**src/rtl/irqsel_pkg.sv**
```systemverilog
package irqsel_pkg;
    localparam int TT_W  = 8;
    localparam int LVL_W = 4;
    localparam int NLVL  = 1 << LVL_W;

    typedef struct packed {
        logic [TT_W-1:0] pend;
        logic            req;
        logic            chg;
    } irqsel_state_t;
endpackage

```
**src/rtl/irqsel_prio.sv**
```systemverilog
module irqsel_prio #(
    parameter int NLVL  = 16,
    parameter int LVL_W = 4
) (
    input  logic [NLVL-1:0]  req_i,
    output logic             found_o,
    output logic [LVL_W-1:0] lvl_o
);
    // Ascending scan; a later (higher) hit overwrites, so the top level wins.
    always_comb begin
        found_o = 1'b0;
        lvl_o   = '0;
        for (int i = 1; i < NLVL; i++) begin
            if (req_i[i]) begin
                found_o = 1'b1;
                lvl_o   = LVL_W'(i);
            end
        end
    end
endmodule

```
**src/rtl/irqsel_class.sv**
```systemverilog
module irqsel_class #(
    parameter int          TT_W  = 8,
    parameter int          LVL_W = 4,
    parameter logic [7:0]  BASE  = 8'h10
) (
    input  logic [TT_W-1:0] type_i,
    output logic            is_zero_o,
    output logic            is_ext_o
);
    localparam logic [TT_W-LVL_W-1:0] CLS = BASE[TT_W-1:LVL_W];

    always_comb begin
        is_zero_o = (type_i == '0);
        is_ext_o  = (type_i[TT_W-1:LVL_W] == CLS);
    end
endmodule

```
**src/rtl/irqsel_top.sv**
```systemverilog
module irqsel_top
    import irqsel_pkg::*;
#(
    parameter logic [7:0] EXT_BASE = 8'h10
) (
    input  logic             clk,
    input  logic             rst,
    input  logic [NLVL-1:0]  lvl_req_i,
    input  logic             take_clr_i,
    input  logic             sync_ld_i,
    input  logic [TT_W-1:0]  sync_type_i,
    output logic [TT_W-1:0]  pend_type_o,
    output logic             hard_req_o,
    output logic             chg_o
);
    irqsel_state_t st_d, st_q;

    logic             sel_found;
    logic [LVL_W-1:0] sel_lvl;
    logic             pend_zero;
    logic             pend_ext;
    logic [TT_W-1:0]  sel_type;

    irqsel_prio #(.NLVL(NLVL), .LVL_W(LVL_W)) u_prio (
        .req_i   (lvl_req_i),
        .found_o (sel_found),
        .lvl_o   (sel_lvl)
    );

    irqsel_class #(.TT_W(TT_W), .LVL_W(LVL_W), .BASE(EXT_BASE)) u_class (
        .type_i    (st_q.pend),
        .is_zero_o (pend_zero),
        .is_ext_o  (pend_ext)
    );

    assign sel_type = EXT_BASE | {{(TT_W-LVL_W){1'b0}}, sel_lvl};

    always_comb begin
        st_d     = st_q;
        st_d.chg = 1'b0;
        if (take_clr_i) begin
            st_d.pend = '0;
            st_d.req  = 1'b0;
        end else if (sync_ld_i) begin
            st_d.pend = sync_type_i;
        end else if (|lvl_req_i) begin
            if ((pend_zero || pend_ext) && sel_found && (sel_type != st_q.pend)) begin
                st_d.pend = sel_type;
                st_d.req  = 1'b1;
                st_d.chg  = 1'b1;
            end
        end else if (pend_ext) begin
            st_d.pend = '0;
            st_d.req  = 1'b0;
        end
    end

    always_ff @(posedge clk) begin
        if (rst) st_q <= '0;
        else     st_q <= st_d;
    end

    assign pend_type_o = st_q.pend;
    assign hard_req_o  = st_q.req;
    assign chg_o       = st_q.chg;
endmodule

```
**config.mk**
```make
export PLATFORM = sky130hd
export DESIGN_NAME = irqsel_top
export DESIGN_NICKNAME = d
export VERILOG_FILES = /design/src/rtl/irqsel_pkg.sv /design/src/rtl/irqsel_prio.sv /design/src/rtl/irqsel_class.sv /design/src/rtl/irqsel_top.sv
export SDC_FILE = /design/constraint.sdc
export NUM_CORES = 1
export LEC_CHECK = 0
export ABC_AREA = 0
export ABC_CLOCK_PERIOD_IN_PS = 2600
export BUFFER_PORTS_ARGS = -buffer_cell sky130_fd_sc_hd__buf_2
export CAP_MARGIN = 20
export CORE_MARGIN = 2
export CORE_UTILIZATION = 44
export DETAILED_ROUTE_END_ITERATION = 10
export PLACE_DENSITY = 0.74
export SETUP_SLACK_MARGIN = 0.15
export SLEW_MARGIN = 25
export SYNTH_ARGS = -nofsm -noshare
export SYNTH_HDL_FRONTEND = slang
export SYNTH_SLANG_ARGS = --single-unit
```
**constraint.sdc**
```tcl
create_clock -name clk -period 2.6 [get_ports clk]
set_clock_uncertainty 0.1 [all_clocks]
set_input_delay 0.26 -clock clk [delete_from_list [all_inputs] [get_ports clk]]
set_output_delay 0.26 -clock clk [all_outputs]
set_load 0.005 [all_outputs]
```
==> impl_metrics.yaml, run 1 <==
cts:
  root_buffer: "clkbuf_4"
  cts_tree: "built"
  cts_made_buffers: 3
  postCtsHoldBufs: 0
  path_clk_slew_ns: 0.06
  cts_max_level: 1
  clock_path_buffers: 2
  clk_latency_ns: 0.26
  clkSinkCount: 10
routing:
  drc: 0
  finalWirelength_mm: 2.10
  num_vias: 878
  wl_per_cell_um: 14.0
  via_per_inst: 5.85
  drt.antenna.violating_nets: 0
  first_pass_iters: 4
  drtIter0Drc: 18
power_and_ir_drop:
  powerDensity_nw_per_um2: 404
  leakage_nw: 0.488
  vdd.ir_drop.worst_mv: 0.345
grt:
  grt_pass1_vias: 763
  grtUsageTotal: 0.209
  grt_start_max_net_pins: 12
  busiest_layer: "met2"
  grt_overflow_total: 0
  gr-usage-met1: 0.267
  grt_pass1_wl_mm: 3.17
  grt_use_met2: 0.325
  grt_use_met3: 0.0794
  antenna_found_initial: 0
timing:
  hold_violations: 0
  fin_setup_tns_ns: 0
  setup_viol: 0
  clock.fmax_mhz: 446
  relSlewSlack: 0.735
  fin_crit_sh: 0.862
  grt_setup_unrepaired: "no"
  fin_hold_ws_ns: 0.134
  worst_pin_slew_ns: 0.395
  period_needed_ns: 2.24
  slew_viol_final: 0
floorplanning:
  fp.dieH_um: 46.0
  core_um2: 1690
  rows: 15
  ios: 38
  start_util: 0.459
  die_w_um: 46.0
  die_area_um2: 2110
critical_path:
  cp_num_buf_inv: 0
  worstSetupPathType: "reg2reg"
  setup.worst_path.end_class: "flip-flop"
  regToRegEndpoint: "pend_type_o[2]"
  path_cells: "nor4_1 > o21a_1 > o311ai_0 > a41oi_1 > a221oi_4 > o21a_1 > a221o_1"
  cpLargestDelayFamily: "compound AO/OA/AOI/OAI gates"
  critPathMaxFanout: 7
  start_kind: "flip-flop"
  rr_worst_depth: 7
  cp_slowest_stage_delay_ns: 0.37
  cp_common_cell: "o21a_1"
  crit_slowest_cell: "dfxtp_1"
  r2r_start: "pend_type_o[0]"
  arrival_ns: 2.28
  r2r_slack_ns: 0.36
  critPathRequiredTime_ns: 2.64
synth:
  synth_edf_count: 0
  syn_inst: 94
  syn_avg_cell_area_um2: 8.24
  seq_area_frac_synth: 0.258
  synthFlopType: "dfxtp_1"
  netlist_area_um2: 774
  synth-seq-cells: 10
  postSynthNetCount: 122
  async_flop_share: 0
  synthDistinctLibCells: 40
  yosys_warnings: 0
finish:
  final_util: 0.595
  areaGrowthSynthToFinish_pct: 29.7
  finalInstanceArea_um2: 1000
  fill_cells: 160
  drive_gt1_frac: 0.383
  fin_nets: 163
  fin_cells: 150
  antenna_cells: 0
  layout_commonest_cell: "buf_2"
  mostFrequentLayoutCells: "buf_2 (37), nor2_1 (13), dfxtp_1 (10), a21oi_1 (7), inv_1 (6)"
placed_design:
  place_area_um2: 977
  io_buffers: 37
  dpl.cell_count: 147
  dp_hpwl_mm: 1.69
  gp_congestion: 0.811
worst_hold_path:
  hold_class: "in2reg"
  worstHoldStart: "sync_type_i[6]"
  whs_path_depth: 3
  holdPathEnd: "pend_type_o[6]"
outcome:
  outcome: "complete, no violations"
job:
  maxCapViolations: 0
-- repair_timing --
action	CTS	global route
buffers inserted	0	0
gates resized for setup	0	1
endpoints found under the hold margin	0	0
setup endpoints to repair	0	1
-- through the flow --
| stage | power (mW) | setup slack, ns |
|---|---|---|
| finish | 0.406 | 0.359 |
| global route | 0.435 | 0.171 |
| CTS | 0.407 | 0.305 |
| detailed placement | 0.305 | 0.245 |
| global placement | 0.301 | 0.267 |
| floorplan | 0.251 | 0.498 |
-- area by class of cell --
type | count | area [µm²] | area share
flip-flops and latches | 10 | 200 | 0.199
inverters | 6 | 22.5 | 0.0224
multi-input cells | 77 | 553 | 0.550
well taps | 17 | 21.3 | 0.0212
clock buffers | 3 | 22.5 | 0.0224
repair buffers | 37 | 185 | 0.184
-- tightest hold or removal path: stages --
cell,delay (ns)
buf_2,0.07
mux2i_1,0.05
nor2_1,0.07
-- synth_stat cells, types with 2 or more instances --
cell	count	area (µm²)
nor3_1	3	15.0
inv_1	6	22.5
o311ai_1	2	17.5
nand3_1	4	20.0
and3_1	3	18.8
o21ai_0	5	25.0
nor4_1	2	12.5
nand2_1	2	7.51
mux2i_1	4	40.0
dfxtp_1	10	200
a21oi_1	7	35.0
nor2_1	13	48.8
a221o_1	2	20.0
o21a_1	2	15.0
nand2b_1	2	12.5
a21o_1	2	15.0
or4_4	2	22.5
-- how the worst max path moves through the flow --
stage / cells past startpoint / end / start / slack (ns)
floorplan: 7 / pend_type_o[2] / lvl_req_i[15] / 0.50
global placement: 8 / pend_type_o[2] / lvl_req_i[15] / 0.27
detailed placement: 8 / pend_type_o[2] / lvl_req_i[15] / 0.24
CTS: 7 / pend_type_o[2] / pend_type_o[5] / 0.31
global route: 7 / pend_type_o[2] / pend_type_o[0] / 0.17
finish: 7 / pend_type_o[2] / pend_type_o[0] / 0.36
-- cells by family (layout without fill, tap and decap cells) --
logic type | count (synthesis) | count (layout) | synth area share
simple gates | 44 | 44 | 0.370
compound gates | 28 | 28 | 0.275
flops | 10 | 10 | 0.258
buf+inv | 7 | 46 | 0.0339
mux | 4 | 4 | 0.0517
xor+xnor | 1 | 1 | 0.0113
-- power by group --
group	switching [mW]	total, mW	leakage [nW]	internal [mW]
sequential	0.0116	0.175	0.0821	0.163
combinational	0.0667	0.128	0.392	0.0618
clock	0.0496	0.103	0.0138	0.0533
total	0.128	0.406	0.488	0.278
-- routing by layer --
layer | vias up | wire, µm
li1 | 440 | -
met1 | 405 | 896
met2 | 33 | 1060
met3 | 0 | 150
met4 | 0 | 0
met5 | - | 0
-- sequential cells by signal, summed over array words and instances (netlist names) --
register / cells
hard_req_o: 1
chg_o: 1
pend_type_o: 8
Note: power is estimated with default switching activity, not from simulation.
==> run 2, diff against run 1 <==
--- a/config.mk
+++ b/config.mk
@@ -13,6 +13,7 @@
 export CORE_UTILIZATION = 44
 export DETAILED_ROUTE_END_ITERATION = 10
 export PLACE_DENSITY = 0.74
+export REMOVE_ABC_BUFFERS = 1
 export SETUP_SLACK_MARGIN = 0.15
 export SLEW_MARGIN = 25
 export SYNTH_ARGS = -nofsm -noshare
==> impl_metrics.yaml, run 2 (same netlist as run 1, synthesis figures left out) <==
outcome:
  outcome: "complete, no violations"
floorplanning:
  core_um2: 1690
  die_area_um2: 2110
  rows: 15
  fp.dieH_um: 46.0
  die_w_um: 46.0
  ios: 38
  start_util: 0.459
grt:
  grt_start_max_net_pins: 12
  antenna_found_initial: 0
  grt_pass1_wl_mm: 3.28
  grt_overflow_total: 0
  grt_pass1_vias: 775
  grtUsageTotal: 0.210
timing:
  worst_pin_slew_ns: 0.403
  fin_ws_ns: 0.356
  period_needed_ns: 2.24
  clock.fmax_mhz: 446
  setup_viol: 0
  slew_viol_final: 0
  grt_setup_unrepaired: "no"
  fin_crit_sh: 0.863
  fin_hold_ws_ns: 0.130
  relSlewSlack: 0.730
  hold_violations: 0
  fin_setup_tns_ns: 0
cts:
  cts_tree: "built"
  postCtsHoldBufs: 0
  path_clk_slew_ns: 0.07
  cts_made_buffers: 3
  clock_path_buffers: 2
  clkSinkCount: 10
  root_buffer: "clkbuf_4"
  clk_latency_ns: 0.27
  cts_max_level: 1
routing:
  num_vias: 870
  first_pass_iters: 4
  drtIter0Drc: 8
  wl_per_cell_um: 13.1
  drt.antenna.violating_nets: 0
  via_per_inst: 5.76
  drc: 0
  finalWirelength_mm: 1.98
critical_path:
  worstSetupPathType: "reg2reg"
  setup.worst_path.end_class: "flip-flop"
  crit_start: "pend_type_o[0]"
  r2r_slack_ns: 0.36
  start_kind: "flip-flop"
  regToRegEndpoint: "pend_type_o[2]"
  rr_worst_depth: 7
  critPathRequiredTime_ns: 2.66
  r2r_start: "pend_type_o[0]"
  arrival_ns: 2.30
  critPathMaxFanout: 7
power_and_ir_drop:
  powerDensity_nw_per_um2: 435
  seqPwrFrac: 0.393
  p_int_mw: 0.310
  sw_frac_of_total: 0.301
  pwr-share-clk: 0.319
  leakage_nw: 0.495
  switchingPower_mw: 0.133
  vdd.ir_drop.worst_mv: 0.306
  p_comb_frac: 0.288
finish:
  final_util: 0.603
  layout_commonest_cell: "buf_2"
  fill_cells: 164
  antenna_cells: 0
  fin_cells: 151
  seq_area_um2: 200
  drive_gt1_frac: 0.388
  largest_register_ffs: 8
  fin_nets: 163
  mostFrequentLayoutCells: "buf_2 (37), nor2_1 (13), dfxtp_1 (10), a21oi_1 (7), inv_1 (6)"
  multi_input_area_um2: 553
  areaGrowthSynthToFinish_pct: 31.5
job:
  maxCapViolations: 0
worst_hold_path:
  hold_class: "in2reg"
  worstHoldStart: "sync_type_i[6]"
  whs_path_depth: 3
  holdPathEnd: "pend_type_o[6]"
placed_design:
  dpl.cell_count: 147
  dp_hpwl_mm: 1.63
  place_ws_ns: 0.232
  gp_congestion: 0.796
  io_buffers: 37
run 2: cell types whose count changed in the layout (fill, tap and decap cells not counted):
cell,previous run,this run
clkbuf_8,0,1
run 2: what timing repair did:
item / 4_1_cts / 5_1_grt
endpoints found under the setup margin: 0 / 3
setup buffers: 0 / 0
gates resized for setup: 0 / 1
run 2: final cells by class:
class / count / share of cell area
sequential: 10 / 0.197
multi-input combinational: 77 / 0.543
tap: 17 / 0.0209
timing repair buffer: 37 / 0.182
clock buffer: 4 / 0.0356
inverter: 6 / 0.0221
run 2: how the worst max path moves through the flow:
stage                     end  slack [ns]  cells after the start
3_3_place_gp   pend_type_o[2]        0.27                      8
6_report       pend_type_o[2]        0.36                      7
4_1_cts        pend_type_o[2]        0.32                      7
5_1_grt        pend_type_o[1]        0.16                      7
3_5_place_dp   pend_type_o[2]        0.23                      8
2_1_floorplan  pend_type_o[2]        0.50                      7
run 2: per-layer routing:
| metal | part of all wire | routed length [µm] | vias up | global-route usage |
|---|---|---|---|---|
| met5 | 0 | 0 | - | 0 |
| met1 | 0.45 | 899 | 395 | 0.286 |
| li1 | - | - | 443 | - |
| met3 | 0.075 | 148 | 2 | 0.0754 |
| met2 | 0.46 | 921 | 30 | 0.317 |
| met4 | 0.0061 | 12 | 0 | 0.0457 |
run 2: through the flow:
step,power (mW),area (µm²)
2_1_floorplan,0.249,771
6_report,0.443,1020
4_1_cts,0.444,1010
5_1_grt,0.473,1020
3_3_place_gp,0.301,977
3_5_place_dp,0.304,977
run 2: critical path, stage by stage, from the launching register on:
cell	delay [ns]
dfxtp_1	0.37
nor4_1	0.29
o21a_1	0.24
o311ai_0	0.15
a41oi_1	0.30
a221oi_4	0.15
o21a_1	0.23
a221o_1	0.29
run 2: power by group through the flow:
stage / Sequential, mW / Combinational (mW) / Clock, mW
2_1_floorplan: 0.176 / 0.0733 / 0
3_3_place_gp: 0.177 / 0.124 / 0
3_5_place_dp: 0.177 / 0.126 / 0
4_1_cts: 0.174 / 0.127 / 0.143
5_1_grt: 0.176 / 0.143 / 0.155
6_report: 0.174 / 0.128 / 0.141
